==> config.mk <==
export PLATFORM = sky130hd
export DESIGN_NAME = upg_regport
export DESIGN_NICKNAME = d
export VERILOG_FILES = /design/src/rtl/upg_pkg.sv /design/src/rtl/upg_mode_dec.sv /design/src/rtl/upg_shift_chain.sv /design/src/rtl/upg_inreg.sv /design/src/rtl/upg_history.sv /design/src/rtl/upg_regport.sv
export SDC_FILE = /design/constraint.sdc
export NUM_CORES = 1
export LEC_CHECK = 0
export ABC_AREA = 0
export BUFFER_PORTS_ARGS = -buffer_cell sky130_fd_sc_hd__buf_4
export CAP_MARGIN = 15
export CORE_MARGIN = 2
export CORE_UTILIZATION = 40
export DETAILED_ROUTE_END_ITERATION = 8
export GPL_ROUTABILITY_DRIVEN = 0
export PLACE_DENSITY = 0.57
export SLEW_MARGIN = 10
export SYNTH_ARGS = -nofsm -noshare
export SYNTH_HDL_FRONTEND = slang
export SYNTH_SLANG_ARGS = --single-unit
==> constraint.sdc <==
create_clock -name clk -period 1.7 [get_ports clk]
set_input_delay 0.51 -clock clk [delete_from_list [all_inputs] [get_ports clk]]
set_output_delay 0.51 -clock clk [all_outputs]
set_load 0.03 [all_outputs]
==> src/rtl/upg_pkg.sv <==
package upg_pkg;
    localparam int CHAIN_W   = 41;
    localparam int SEL_W     = 2;
    localparam int DATA_W    = CHAIN_W - SEL_W;
    localparam int ST_W      = 4;
    localparam int TMO_W     = 29;
    localparam int CAUSE_W   = 4;
    localparam int REC_W     = 32;
    localparam int REC_C_LSB = 28;
    localparam int REC_S_LSB = 22;
    localparam int IMG_BIT   = 13;
    localparam int OVR_BIT   = 12;

    typedef enum logic [1:0] {
        OP_HOLD    = 2'd0,
        OP_SHIFT   = 2'd1,
        OP_UPDATE  = 2'd2,
        OP_CAPTURE = 2'd3
    } op_e;

    typedef enum logic [1:0] {
        SRC_NOW   = 2'd0,
        SRC_REC1  = 2'd1,
        SRC_REC2  = 2'd2,
        SRC_INREG = 2'd3
    } src_e;
endpackage

==> src/rtl/upg_mode_dec.sv <==
module upg_mode_dec
    import upg_pkg::*;
(
    input  logic user_mode,
    input  logic mode_shift,
    input  logic mode_capture,
    output op_e  op
);
    always_comb begin
        unique casez ({user_mode, mode_shift, mode_capture})
            3'b0??:  op = OP_HOLD;
            3'b11?:  op = OP_SHIFT;
            3'b101:  op = OP_CAPTURE;
            3'b100:  op = OP_UPDATE;
            default: op = OP_HOLD;
        endcase
    end
endmodule

==> src/rtl/upg_shift_chain.sv <==
module upg_shift_chain
    import upg_pkg::*;
#(
    parameter int CW = CHAIN_W,
    parameter int SW = SEL_W
) (
    input  logic             clk,
    input  logic             rst_n,
    input  op_e              op,
    input  logic             din,
    input  logic [CW-SW-1:0] src_now,
    input  logic [CW-SW-1:0] src_rec1,
    input  logic [CW-SW-1:0] src_rec2,
    input  logic [CW-SW-1:0] src_inreg,
    output logic [CW-1:0]    chain
);
    localparam int DW = CW - SW;

    src_e            src;
    logic [DW-1:0]   cap_word;

    assign src = src_e'(chain[CW-1 -: SW]);

    always_comb begin
        unique case (src)
            SRC_NOW:   cap_word = src_now;
            SRC_REC1:  cap_word = src_rec1;
            SRC_REC2:  cap_word = src_rec2;
            SRC_INREG: cap_word = src_inreg;
            default:   cap_word = '0;
        endcase
    end

    always_ff @(posedge clk or negedge rst_n) begin
        if (!rst_n) begin
            chain <= '0;
        end else begin
            unique case (op)
                OP_SHIFT:   chain <= {din, chain[CW-1:1]};
                OP_CAPTURE: chain[DW-1:0] <= cap_word;
                OP_UPDATE:  chain <= chain;
                OP_HOLD:    chain <= chain;
                default:    chain <= chain;
            endcase
        end
    end

    // shift moves the chain and loads din at the top
    p_shift_r1: assert property (@(posedge clk) disable iff (!rst_n)
        (op == OP_SHIFT) |=> (chain == {$past(din), $past(chain[CW-1:1])}));

    // capture keeps the selector bits
    p_capsel_r5: assert property (@(posedge clk) disable iff (!rst_n)
        (op == OP_CAPTURE) |=> $stable(chain[CW-1 -: SW]));

    // selector 11 returns the input register
    p_capir_r5: assert property (@(posedge clk) disable iff (!rst_n)
        (op == OP_CAPTURE && chain[CW-1 -: SW] == 2'b11)
        |=> (chain[DW-1:0] == $past(src_inreg)));

    // update and hold leave the chain alone
    p_hold_r9: assert property (@(posedge clk) disable iff (!rst_n)
        (op == OP_HOLD || op == OP_UPDATE) |=> $stable(chain));
endmodule

==> src/rtl/upg_inreg.sv <==
module upg_inreg
    import upg_pkg::*;
#(
    parameter int DW   = DATA_W,
    parameter int IMGB = IMG_BIT,
    parameter int OVRB = OVR_BIT
) (
    input  logic          clk,
    input  logic          rst_n,
    input  op_e           op,
    input  logic          upd_img,
    input  logic          upd_ovr,
    output logic          img_sel,
    output logic          sel_ovr,
    output logic [DW-1:0] inreg_word
);
    always_ff @(posedge clk or negedge rst_n) begin
        if (!rst_n) begin
            img_sel <= 1'b0;
            sel_ovr <= 1'b0;
        end else if (op == OP_UPDATE) begin
            img_sel <= upd_img;
            sel_ovr <= upd_ovr;
        end
    end

    always_comb begin
        inreg_word       = '0;
        inreg_word[IMGB] = img_sel;
        inreg_word[OVRB] = sel_ovr;
    end

    // update takes the image select from the chain
    p_upd_r3: assert property (@(posedge clk) disable iff (!rst_n)
        (op == OP_UPDATE) |=> (img_sel == $past(upd_img) && sel_ovr == $past(upd_ovr)));

    // no update, no change
    p_keep_r9: assert property (@(posedge clk) disable iff (!rst_n)
        (op != OP_UPDATE) |=> ($stable(img_sel) && $stable(sel_ovr)));
endmodule

==> src/rtl/upg_history.sv <==
module upg_history
    import upg_pkg::*;
#(
    parameter int STW  = ST_W,
    parameter int CAW  = CAUSE_W,
    parameter int RW   = REC_W,
    parameter int CLSB = REC_C_LSB,
    parameter int SLSB = REC_S_LSB
) (
    input  logic           clk,
    input  logic           rst_n,
    input  logic           ev_log,
    input  logic [CAW-1:0] ev_cause,
    input  logic [STW-1:0] ev_state,
    output logic [RW-1:0]  rec1,
    output logic [RW-1:0]  rec2
);
    logic [CAW-1:0] win;
    logic [RW-1:0]  new_rec;

    always_comb begin
        win = '0;
        for (int i = 0; i < CAW; i++) begin
            if (ev_cause[i]) begin
                win    = '0;
                win[i] = 1'b1;
            end
        end
    end

    always_comb begin
        new_rec                 = '0;
        new_rec[CLSB +: CAW]    = win;
        new_rec[SLSB +: STW]    = ev_state;
    end

    always_ff @(posedge clk or negedge rst_n) begin
        if (!rst_n) begin
            rec1 <= '0;
            rec2 <= '0;
        end else if (ev_log) begin
            rec2 <= rec1;
            rec1 <= new_rec;
        end
    end

    // the older record ages into the second slot
    p_age_r8: assert property (@(posedge clk) disable iff (!rst_n)
        ev_log |=> (rec2 == $past(rec1)));

    // at most one cause bit is recorded
    p_onehot_r7: assert property (@(posedge clk) disable iff (!rst_n)
        ev_log |=> $onehot0(rec1[CLSB +: CAW]));

    // the top cause bit wins a tie
    p_prio_r7: assert property (@(posedge clk) disable iff (!rst_n)
        (ev_log && ev_cause[CAW-1]) |=> rec1[CLSB+CAW-1]);
endmodule

==> src/rtl/upg_regport.sv <==
module upg_regport
    import upg_pkg::*;
(
    input  logic             clk,
    input  logic             rst_n,
    input  logic             user_mode,
    input  logic             sdin,
    input  logic             mode_shift,
    input  logic             mode_capture,
    output logic             sdout,
    input  logic [ST_W-1:0]  ctl_state,
    input  logic             wd_en,
    input  logic [TMO_W-1:0] wd_tmo,
    input  logic             ev_log,
    input  logic [CAUSE_W-1:0] ev_cause,
    output logic             img_sel,
    output logic             sel_override
);
    localparam int NOW_W = ST_W + 1 + TMO_W;

    op_e                op;
    logic [CHAIN_W-1:0] chain;
    logic [DATA_W-1:0]  now_word;
    logic [DATA_W-1:0]  rec1_word;
    logic [DATA_W-1:0]  rec2_word;
    logic [DATA_W-1:0]  inreg_word;
    logic [REC_W-1:0]   rec1;
    logic [REC_W-1:0]   rec2;

    upg_mode_dec u_dec (
        .user_mode   (user_mode),
        .mode_shift  (mode_shift),
        .mode_capture(mode_capture),
        .op          (op)
    );

    assign now_word  = {{(DATA_W-NOW_W){1'b0}}, ctl_state, wd_en, wd_tmo};
    assign rec1_word = {{(DATA_W-REC_W){1'b0}}, rec1};
    assign rec2_word = {{(DATA_W-REC_W){1'b0}}, rec2};

    upg_shift_chain u_chain (
        .clk      (clk),
        .rst_n    (rst_n),
        .op       (op),
        .din      (sdin),
        .src_now  (now_word),
        .src_rec1 (rec1_word),
        .src_rec2 (rec2_word),
        .src_inreg(inreg_word),
        .chain    (chain)
    );

    upg_inreg u_inreg (
        .clk       (clk),
        .rst_n     (rst_n),
        .op        (op),
        .upd_img   (chain[IMG_BIT]),
        .upd_ovr   (chain[OVR_BIT]),
        .img_sel   (img_sel),
        .sel_ovr   (sel_override),
        .inreg_word(inreg_word)
    );

    upg_history u_hist (
        .clk     (clk),
        .rst_n   (rst_n),
        .ev_log  (ev_log),
        .ev_cause(ev_cause),
        .ev_state(ctl_state),
        .rec1    (rec1),
        .rec2    (rec2)
    );

    assign sdout = chain[0];

    // outside user mode the serial output holds
    p_sdout_r9: assert property (@(posedge clk) disable iff (!rst_n)
        (!user_mode) |=> $stable(sdout));
endmodule

=== Word-level counts from Yosys, hierarchy flattened ===
Index checks and enable logic that the tools add are counted.

* Logic and storage cells: 26
* Bits in registers: 59
* Input bits: 45
* Output and inout port bits: 3

* Reductions and logical operators: 3
* Bitwise operators: 1
* Eq/ne operators: 9
* Multiplexer cells: 7

{| class="wikitable"
|+ Operators by type and width
! cell !! number
|-
| 39-bit one-hot mux with 4 select lines || 1
|-
| 39-bit one-hot mux with 2 select lines || 1
|-
| 4-bit two-way mux || 3
|-
| 2-bit == test, second input constant || 5
|-
| 2-bit one-hot mux with 4 select lines || 1
|-
| 3-bit == test, second input constant || 2
|-
| 2-bit by 1-bit == test with 1-bit output, second input constant || 2
|-
| 2-bit zero test || 2
|-
| 2-bit OR reduction || 1
|-
| 1-bit two-way mux || 1
|-
| 1-bit NOT || 1
|}

=== Depth between registers and ports, before layout ===
Gate-level depths: netlist (run 1).

* Word-level depth: 4
* Depth in mapped cells: 5
* Gate-level depth less buffers: 3

=== Modules after synthesis ===
From an unflattened synthesis (run 1), not the netlist that was laid out.

* Cells, all modules: 363
* Area total of the unflattened synthesis: 4471.8 um2

{| class="wikitable"
|+ By module, submodules not included
! module !! area an instance (um2) !! sequential area each (um2) !! instances !! cells an instance
|-
| upg_shift_chain || 3039.2 || 1026.0 || 1 || 227
|-
| upg_history || 1024.7 || 400.4 || 1 || 88
|-
| upg_inreg || 390.4 || 50.0 || 1 || 45
|-
| upg_mode_dec || 13.8 || 0.0 || 1 || 2
|-
| upg_regport || 3.8 || 0.0 || 1 || 1
|}

=== Least setup slack after synthesis (run 1) ===
OpenSTA, ideal clock, no wires.

* Path type: in2reg
* From: input mode_shift
* To: register u_chain.chain[31]
* Buffers on the path: 2
* Setup time: 0.122 ns
* Data required time: 1.578 ns
* Setup slack: 0.311 ns
* Stages on the path: 5
* Arrival: 1.267 ns
* Cells stage by stage: and3b_1 > buf_4 > buf_6 > o221ai_2 > a32o_1

* Cells in the longest elaborated chain, start to end: 4
* Elaborated cells between the ends (all ways): 10
* Classes of those cells: eq/ne: 6; mux: 2; reduce/logical: 2

{| class="wikitable"
|+ RTL lines
! what !! RTL line !! RTL
|-
| from (decl) || upg_regport.sv:8 || <nowiki>input logic mode_shift,</nowiki>
|-
| 3-bit == test / 2-bit == test (equally long branches) || upg_mode_dec.sv:10 || <nowiki>unique casez ({user_mode, mode_shift, mode_capture})</nowiki>
|-
| 2-bit one-hot mux with 4 select lines * || upg_mode_dec.sv:10 ||
|-
| 2-bit == test (tied with other cells) || upg_shift_chain.sv:38 || <nowiki>unique case (op)</nowiki>
|-
| 39-bit one-hot mux with 2 select lines / 2-bit OR reduction (equally long branches) || -- ||
|-
| to (signal assigned) || upg_shift_chain.sv:39 || <nowiki>OP_SHIFT: chain <= {din, chain[CW-1:1]};</nowiki>
|-
| to (signal, indexed assignment) || upg_shift_chain.sv:40 || <nowiki>OP_CAPTURE: chain[DW-1:0] <= cap_word;</nowiki>
|-
| to (signal assigned) || upg_shift_chain.sv:41 || <nowiki>OP_UPDATE: chain <= chain;</nowiki>
|-
| to (decl) || upg_shift_chain.sv:15 || <nowiki>output logic [CW-1:0] chain</nowiki>
|}

Mark *: on every way between the ends. The rest lies on a longest branch, timed or not.
A chain may end at the register's enable or synchronous reset.

=== Worst setup path after layout (run 1) ===
* From: register u_inreg.sel_ovr
* To: output sel_override

{| class="wikitable"
|+ RTL lines
! what !! RTL line !! RTL
|-
| from (decl) || upg_inreg.sv:14 || <nowiki>output logic sel_ovr,</nowiki>
|-
| from (signal assigned) || upg_inreg.sv:23 || <nowiki>sel_ovr <= upd_ovr;</nowiki>
|-
| to (decl) || upg_regport.sv:17 || <nowiki>output logic sel_override</nowiki>
|}

No word-level cell between the ends.

==> qor.yml, run 1 <==
run_status:
  outcome: "complete, no violations"
job:
  cap_violations: 0
cells_and_area:
  drive_above_1_share_pct: 27.89
  finalNetCount: 377
  n_antenna_cell: 0
  post-route-util_pct: 51.30
  synthToLayoutAreaGrowth_pct: 24.61
floorplan:
  rows: 30
  dieHeight_um: 87.39
  ios: 48
  initial_core_util_pct: 41.17
  core_area_um2: 6756
  die_w_um: 87.39
  dieArea_um2: 7636
clock_network:
  cts.sinks: 59
  postCtsSetupBuffers: 0
  htree_num_levels: 3
  clock_latency_ns: 0.33
  clkTransAtPathRegs_ns: 0.07
  cts_max_path_buffers: 2
  post_cts_resized: 0
  cts_buffers: 9
  hold_buffers: 0
  cts_root_buffer: "clkbuf_8"
  cts_tree: "done"
sta:
  hold_violations: 0
  slew_headroom_pct: 68.88
  skew_ns: 0.01070
  fin_setup_tns_ns: 0
  slew_violations: 0
  timing.final.crit_period_ns: 1.426
  tightest_slew_ns: 0.4667
  final-setup-viol-count: 0
  rsz0062_at_grt: "no"
  min_period_over_period_pct: 83.86
  fmax_mhz: 701.4
global_routing:
  first_global_vias: 2310
  grt_antenna_before_repair: 0
  grt_pass1_wl_um: 11110
  grt_usage_pct: 18.87
  grt_overflow_total: 0
  grt_max_degree: 51
critical_path:
  cp_slowest_stage_delay_ns: 0.41
  critPathMaxFanout: 3
  start_kind: "flop"
  crit_type: "flop to primary output"
  critical_path_arrival_ns: 0.92
  crit_chain: "buf_4"
  path_delay_family: "flip-flops"
  r2r-start: "u_chain.chain[40]"
  crit_required_ns: 1.19
  path_buf_inv: 1
  worstSetupStartpoint: "u_inreg.sel_ovr"
  crit_path_end_kind: "primary output"
  r2r_setup_slack_ns: 0.32
  crit_slowest_cell: "dfrtp_1"
placement:
  io_buffer_count: 47
  hpwlAfterDp_um: 4361
drt:
  first_iter_violations: 182
  drc: 0
  wire_per_inst_um: 15.41
  drt_pass1_iterations: 4
  drt-total-wl_um: 6428
  ant_nets: 0
  vias: 2229
  post_drt_via_cell_ratio: 5.345
power:
  power_density_nw_per_um2: 1088
  leakage_uw: 0.001577
  peakVddDrop_uv: 476.1
synthesis:
  synth_edf_count: 0
  ys.flop_type: "dfrtp_1"
  syn_avg_cell_area_um2: 9.759
  synth_top_area_share_pct: 53.08
  synth_warnings: 0
  synth.area.top_cells: "dfrtp_1, nand2_1, a31oi_1"
  ys_seq_area_share_pct: 53.08
  synthDistinctLibCells: 27
  synth.net_count: 330
  yosys.area.top_type: "dfrtp_1"
  netlist_area_um2: 2781
  ys_seq_elements: 59
  synthArstFlopShare_pct: 100.0
  synth_cells: 285
worst_hold_path:
  min_path_type: "input port to async pin"
==> per-layer routing <==
metal  vias to the layer above  GRT usage (%)  share of wire, %
met3                         8          3.128               2.2
met5                         -              0                 0
met2                        28          28.65                47
met1                      1086          26.84                49
li1                       1107              -                 -
met4                         0          7.552               1.6
==> cell type report <==
class / instances / area, µm²
clock buffers: 9 / 123.9
inverters: 8 / 30.03
multi-input cells: 193 / 1146
well taps: 80 / 100.1
clock inverters: 7 / 68.82
repair buffers: 61 / 520.5
flip-flops and latches: 59 / 1476
fillers: 654 / 3291
==> flip-flops by register name, indices dropped and copies added (netlist names) <==
register	cells
u_chain.chain	41
u_hist.rec1	8
u_hist.rec2	8
u_inreg.img_sel	1
u_inreg.sel_ovr	1
==> Yosys cell counts, types with 3 or more instances <==
master and instances:
inv_1 8, dfrtp_1 59, nand2_1 54, a21oi_1 4, mux2i_1 8, buf_2 13
nor2_1 26, o21ai_0 8, clkbuf_1 7, o221ai_2 6, o22ai_1 3, a22o_1 5
nand3_1 27, a31oi_1 24, a32o_1 8, mux2_2 10
==> final timing paths <==
kind / end / cells past startpoint
worst max register to register: u_chain.chain[22] / 3
max in group asynchronous: u_chain.chain[13] / 2
worst max-delay path: sel_override / 1
min in group clk: u_chain.chain[40] / 3
worst min register to register: u_chain.chain[25] / 1
worst min-delay path: u_hist.rec1[28] / 1
==> power breakdown <==
| part | leakage, µW | internal (µW) | switching (µW) |
|---|---|---|---|
| Combinational | 0.000784 | 347 | 408 |
| Sequential | 0.000698 | 1630 | 130 |
| Clock | 0.0000950 | 671 | 587 |
| Total | 0.00158 | 2650 | 1120 |
==> kinds of logic after synthesis <==
logic type | Yosys count | synth area share, %
AO/OA/AOI/OAI | 61 | 16.82
buffers and inverters | 33 | 5.713
flip-flops | 59 | 53.08
multiplexers | 18 | 6.928
AND/OR/NAND/NOR | 114 | 17.45
==> cell usage in the layout, fill, tap and decap left out, types with 8 or more instances in the layout <==
cell type | Yosys | final
a31oi_1 | 24 | 24
a32o_1 | 8 | 8
buf_4 | 1 | 56
clkbuf_8 | 0 | 9
dfrtp_1 | 59 | 59
inv_1 | 8 | 8
mux2_2 | 10 | 10
mux2i_1 | 8 | 8
nand2_1 | 54 | 54
nand3_1 | 27 | 27
nor2_1 | 26 | 26
o21ai_0 | 8 | 8
==> metrics by stage <==
step                power, µW  instance area (µm²)  hold WS, ns  cells  setup slack (ns)
floorplan                2246                 2781       0.2144    285            0.3113
global placement         2536                 3273       0.4601    401            0.1059
detailed placement       2554                 3273       0.4633    401           0.08215
CTS                      3818                 3466       0.1007    417            0.2522
global route             4005                 3466       0.1189    417            0.2263
finish                   3772                 3466       0.1022    417            0.2743
(Power assumes the default switching activity.)
==> run 2: changes to the inputs <==
--- a/config.mk
+++ b/config.mk
@@ -12,7 +12,7 @@
 export CORE_UTILIZATION = 40
 export DETAILED_ROUTE_END_ITERATION = 8
 export GPL_ROUTABILITY_DRIVEN = 0
-export PLACE_DENSITY = 0.57
+export PLACE_DENSITY = 0.59
 export SLEW_MARGIN = 10
 export SYNTH_ARGS = -nofsm -noshare
 export SYNTH_HDL_FRONTEND = slang
==> constraint.sdc (replaced) <==
create_clock -name clk -period 1.2 [get_ports clk]
set_input_delay 0.36 -clock clk [delete_from_list [all_inputs] [get_ports clk]]
set_output_delay 0.36 -clock clk [all_outputs]
set_load 0.03 [all_outputs]
==> run 2 against run 1 <==
The run now ends with negative hold slack, negative setup slack left. Critical path depth up 3. Largest power group unchanged. Die area unchanged. Hold slack worse by 0.11 ns. Highest routed layer unchanged. Final area up 6.8%.
==> qor.yml, run 2 (synthesis gave the netlist of run 1 again) <==
run_status:
  outcome: "complete, but fails checks"
  violations: "negative hold slack, negative setup slack"
cells_and_area:
  largestRegisters: "u_chain.chain (41), u_hist.rec1 (8), u_hist.rec2 (8)"
  finalNetCount: 391
  final_cell_mix: "buf_4, dfrtp_1, nand2_1"
  final_common_cell: "buf_4"
  design_area_um2: 3700
  top_register: "u_chain.chain"
  post-route-util_pct: 54.76
  n_antenna_cell: 0
  drive_above_1_share_pct: 33.52
  synthToLayoutAreaGrowth_pct: 33.02
  largest_register_ffs: 41
clock_network:
  cts_root_buffer: "clkbuf_8"
  clkTransAtPathRegs_ns: 0.06
  cts_tree: "done"
  hold_buffers: 0
  clock_latency_ns: 0.33
  htree_num_levels: 3
  cts.sinks: 59
  cts_max_path_buffers: 2
  cts_buffers: 9
critical_path:
  cp_slowest_stage_delay_ns: 0.42
  crit_chain: "buf_6 -> mux2i_2 -> o221ai_2 -> a32o_1"
  crit_slowest_cell: "dfrtp_2"
  path_delay_family: "flip-flops"
  critPathMaxFanout: 5
  reg2reg_depth: 4
  crit_path_end_kind: "flop"
  worstSetupPathDepth: 4
  start_kind: "flop"
  critical_path_arrival_ns: 1.52
  crit_end: "u_chain.chain[29]"
  crit_required_ns: 1.42
  r2r_setup_slack_ns: -0.1
  crit_type: "flop to flop"
  r2r_end: "u_chain.chain[29]"
  worstSetupStartpoint: "u_chain.chain[40]"
  path_buf_inv: 1
  r2r-start: "u_chain.chain[40]"
drt:
  drt_pass1_iterations: 4
  post_drt_via_cell_ratio: 5.303
  vias: 2275
  drc: 0
  wire_per_inst_um: 14.40
  drt-total-wl_um: 6179
  ant_nets: 0
  first_iter_violations: 104
sta:
  final-setup-viol-count: 34
  timing.final.crit_period_ns: 1.297
  slew_headroom_pct: 78.68
  whs_ns: -0.004794
  slew_violations: 0
  hold_violations: 9
  fmax_mhz: 770.8
  fin_setup_tns_ns: -1.219
  min_period_over_period_pct: 108.1
  skew_ns: 0.004263
  rsz0062_at_grt: "yes"
  tightest_slew_ns: 0.3199
  fin_ws_ns: -0.09728
global_routing:
  first_global_vias: 2217
  grt_pass1_wl_um: 10840
  grt_usage_pct: 18.31
  grt_antenna_before_repair: 0
  grt_overflow_total: 0
  grt_max_degree: 60
worst_hold_path:
  min_path_type: "input port to async pin"
power:
  netSwitchingPower_uw: 1577
  switching_share_pct: 27.90
  clockPowerShare_pct: 32.8
  comb_power_share_pct: 22.7
  power_density_nw_per_um2: 1528
  leakage_uw: 0.001668
  peakVddDrop_uv: 646.8
  p_int_uw: 4075
  power_frac_seq_pct: 44.5
  finalPower_uw: 5652
floorplan:
  dieArea_um2: 7636
  dieHeight_um: 87.39
  rows: 30
  initial_core_util_pct: 41.17
  ios: 48
  core_area_um2: 6756
  die_w_um: 87.39
job:
  cap_violations: 0
placement:
  hpwlAfterDp_um: 4267
  io_buffer_count: 47
  dp_slack_ns: -0.1994
  place_area_um2: 3361
==> run 2: final cells by class <==
| class | instances | area [µm²] |
|---|---|---|
| fill | 622 | 3057 |
| clock buffer | 12 | 165.2 |
| multi-input combinational | 193 | 1244 |
| tap | 80 | 100.1 |
| sequential | 59 | 1478 |
| inverter | 8 | 30.03 |
| clock inverter | 2 | 35.03 |
| timing repair buffer | 75 | 648.1 |
==> run 2: power by group through the flow <==
stage | Combinational (µW) | Clock [µW] | Sequential, µW
floorplan | 656 | 0 | 2540
CTS | 1250 | 1900 | 2510
detailed placement | 1150 | 0 | 2540
global route | 1430 | 1990 | 2570
global placement | 1130 | 0 | 2530
finish | 1280 | 1860 | 2520
==> run 2: metrics by stage <==
step | instances | hold WS [ns]
2_1_floorplan | 285 | 0.06441
3_3_place_gp | 411 | 0.3778
3_5_place_dp | 411 | 0.3755
4_1_cts | 427 | 0.01380
5_1_grt | 429 | 0.02791
6_report | 429 | -0.004794
==> run 2: worst min-delay path by stage <==
stage	from	to	slack (ns)	depth (start not counted)
detailed placement	rst_n	u_hist.rec1[29]	0.38	2
CTS	rst_n	u_chain.chain[28]	0.01	2
global placement	rst_n	u_hist.rec2[25]	0.38	2
finish	rst_n	u_chain.chain[28]	-0.005	2
floorplan	rst_n	u_chain.chain[0]	0.06	0
global route	rst_n	u_hist.rec2[25]	0.03	2
==> run 2: timing repair <==
item,4_1_cts,5_1_grt
cloned,0,0
endpoints found under the setup margin,37,37
pin swaps,9,2
resized for setup,16,7
buffers inserted,3,2
==> run 2: layer usage <==
metal	vias up	track usage [%]	wire (µm)
met2	33	26.03	2747
met4	0	5.315	53
met1	1109	27.19	3153
li1	1126	-	-
met3	7	5.024	224
met5	-	0	0
==> run 3: changes to the inputs <==
--- a/config.mk
+++ b/config.mk
@@ -12,6 +12,7 @@
 export CORE_UTILIZATION = 40
 export DETAILED_ROUTE_END_ITERATION = 8
 export GPL_ROUTABILITY_DRIVEN = 0
+export HOLD_SLACK_MARGIN = 0.03
 export PLACE_DENSITY = 0.59
 export SLEW_MARGIN = 10
 export SYNTH_ARGS = -nofsm -noshare
==> run 3 against run 2 <==
The flow finishes with violations (negative setup slack). Via count up 0.48%. Clock power about the same. Flip-flop and latch count unchanged. Maximum frequency about the same. Combinational power about the same. Sequential share of layout area down 0.11 points. Critical path depth unchanged. Non-clock buffer count up 1. Clock skew about the same. Final cell count up 0.23%. Setup slack about the same. Total power about the same. Critical endpoint unchanged.
==> qor.yml, run 3 (synthesis gave the netlist of run 1 again) <==
sta:
  slew_violations: 0
  skew_ns: 0.004335
  timing.final.crit_period_ns: 1.297
  hold_violations: 0
  whs_ns: 0.2172
  tightest_slew_ns: 0.3199
  fin_ws_ns: -0.09734
  slew_headroom_pct: 78.68
  fmax_mhz: 770.8
  min_period_over_period_pct: 108.1
  rsz0062_at_grt: "yes"
  final-setup-viol-count: 34
floorplan:
  dieArea_um2: 7636
  dieHeight_um: 87.39
  initial_core_util_pct: 41.17
  die_w_um: 87.39
  rows: 30
  core_area_um2: 6756
  ios: 48
cells_and_area:
  final_common_cell: "buf_4"
  stdcell_count: 430
  fillers: 621
  multiInputGateArea_um2: 1244
  top_register: "u_chain.chain"
  drive_above_1_share_pct: 33.43
  synthToLayoutAreaGrowth_pct: 33.38
  n_antenna_cell: 0
  largestRegisters: "u_chain.chain (41), u_hist.rec1 (8), u_hist.rec2 (8)"
  largest_register_ffs: 41
  finalNetCount: 392
  regArea_um2: 1478
  final_cell_mix: "buf_4, dfrtp_1, nand2_1"
worst_hold_path:
  min_path_type: "input port to flop"
power:
  power_frac_seq_pct: 44.5
  switching_share_pct: 27.89
  netSwitchingPower_uw: 1577
  leakage_uw: 0.001672
  peakVddDrop_uv: 646.8
  clockPowerShare_pct: 32.8
  comb_power_share_pct: 22.7
  p_int_uw: 4077
  power_density_nw_per_um2: 1524
drt:
  first_iter_violations: 93
  post_drt_via_cell_ratio: 5.316
  wire_per_inst_um: 14.36
  drt-total-wl_um: 6174
  ant_nets: 0
  drc: 0
  drt_pass1_iterations: 4
  vias: 2286
critical_path:
  critPathMaxFanout: 5
  crit_chain: "buf_6 -> mux2i_2 -> o221ai_2 -> a32o_1"
  crit_slowest_cell: "dfrtp_2"
  crit_path_end_kind: "flop"
  cp_slowest_stage_delay_ns: 0.42
  start_kind: "flop"
  path_delay_family: "flip-flops"
  crit_type: "flop to flop"
  critical_path_arrival_ns: 1.52
  crit_required_ns: 1.42
  path_buf_inv: 1
global_routing:
  grt_overflow_total: 0
  first_global_vias: 2220
  grt_antenna_before_repair: 0
  grt_usage_pct: 18.31
  grt_pass1_wl_um: 10840
  grt_max_degree: 60
clock_network:
  cts_tree: "done"
  cts.sinks: 59
  cts_max_path_buffers: 2
  htree_num_levels: 3
  clock_latency_ns: 0.33
  cts_root_buffer: "clkbuf_8"
  cts_buffers: 9
  clkTransAtPathRegs_ns: 0.06
run_status:
  violations: "negative setup slack"
  outcome: "complete, but fails checks"
placement:
  dp_slack_ns: -0.1994
  io_buffer_count: 47
  dp_cells: 411
  hpwlAfterDp_um: 4267
job:
  cap_violations: 0
-- run 3: changes by cell type in the layout (fill, tap and decap cells not counted), sizes merged --
cell | previous run | this run
dlygate4sd3 | 0 | 1
-- run 3: final cells by class --
| type | instances | share of cell area (%) |
|---|---|---|
| clock buffers | 12 | 4.452 |
| flip-flops and latches | 59 | 39.83 |
| repair buffers | 76 | 17.74 |
| multi-input cells | 193 | 33.52 |
| inverters | 8 | 0.8094 |
| clock inverters | 2 | 0.9444 |
| well taps | 80 | 2.698 |
-- run 3: repair_timing --
item | 4_1_cts | 5_1_grt
buffers inserted | 3 | 2
hold buffers | 1 | 0
pin swaps | 9 | 2
resized for setup | 16 | 7
endpoints found under the setup margin | 37 | 37
hold endpoints to repair | 59 | 0
-- run 3: worst paths after layout --
kind,to,start,slack (ns),depth (start not counted)
min in group asynchronous,u_chain.chain[28],rst_n,0.54,3
worst max-delay path,u_chain.chain[29],u_chain.chain[40],-0.1,4
worst min register to register,u_chain.chain[24],u_chain.chain[24],0.49,1
worst min-delay path,u_chain.chain[40],sdin,0.22,3
max in group asynchronous,u_chain.chain[40],rst_n,0.37,3
worst max register to register,u_chain.chain[29],u_chain.chain[40],-0.1,4
-- run 3: through the flow --
stage | instance area, µm² | total power [µW] | util [%] | setup TNS [ns]
4_1_cts | 3655 | 5659 | 54.09 | -2.623
2_1_floorplan | 2800 | 3198 | - | -0.1903
5_1_grt | 3710 | 5989 | 54.91 | -4.063
6_report | 3710 | 5655 | 54.91 | -1.217
3_3_place_gp | 3361 | 3658 | 49.74 | -5.398
3_5_place_dp | 3361 | 3682 | 49.74 | -5.762
-- run 3: worst min-delay path, cell delays in order --
cell,delay (ns)
buf_4,0.08
nand2_1,0.04
nand2_1,0.05
-- run 3: per-layer routing --
| metal | global-route usage (%) | up-vias | wire length [µm] |
|---|---|---|---|
| li1 | - | 1129 | - |
| met1 | 27.19 | 1115 | 3144 |
| met2 | 26.03 | 35 | 2745 |
| met3 | 5.024 | 7 | 231 |
| met4 | 5.315 | 0 | 53 |
| met5 | 0 | - | 0 |
-- run 3: power by group through the flow --
stage / logic (µW) / registers, µW / clock network (µW)
floorplan: 656 / 2540 / 0
global placement: 1130 / 2530 / 0
detailed placement: 1150 / 2540 / 0
CTS: 1250 / 2510 / 1900
global route: 1430 / 2570 / 1990
finish: 1280 / 2520 / 1860
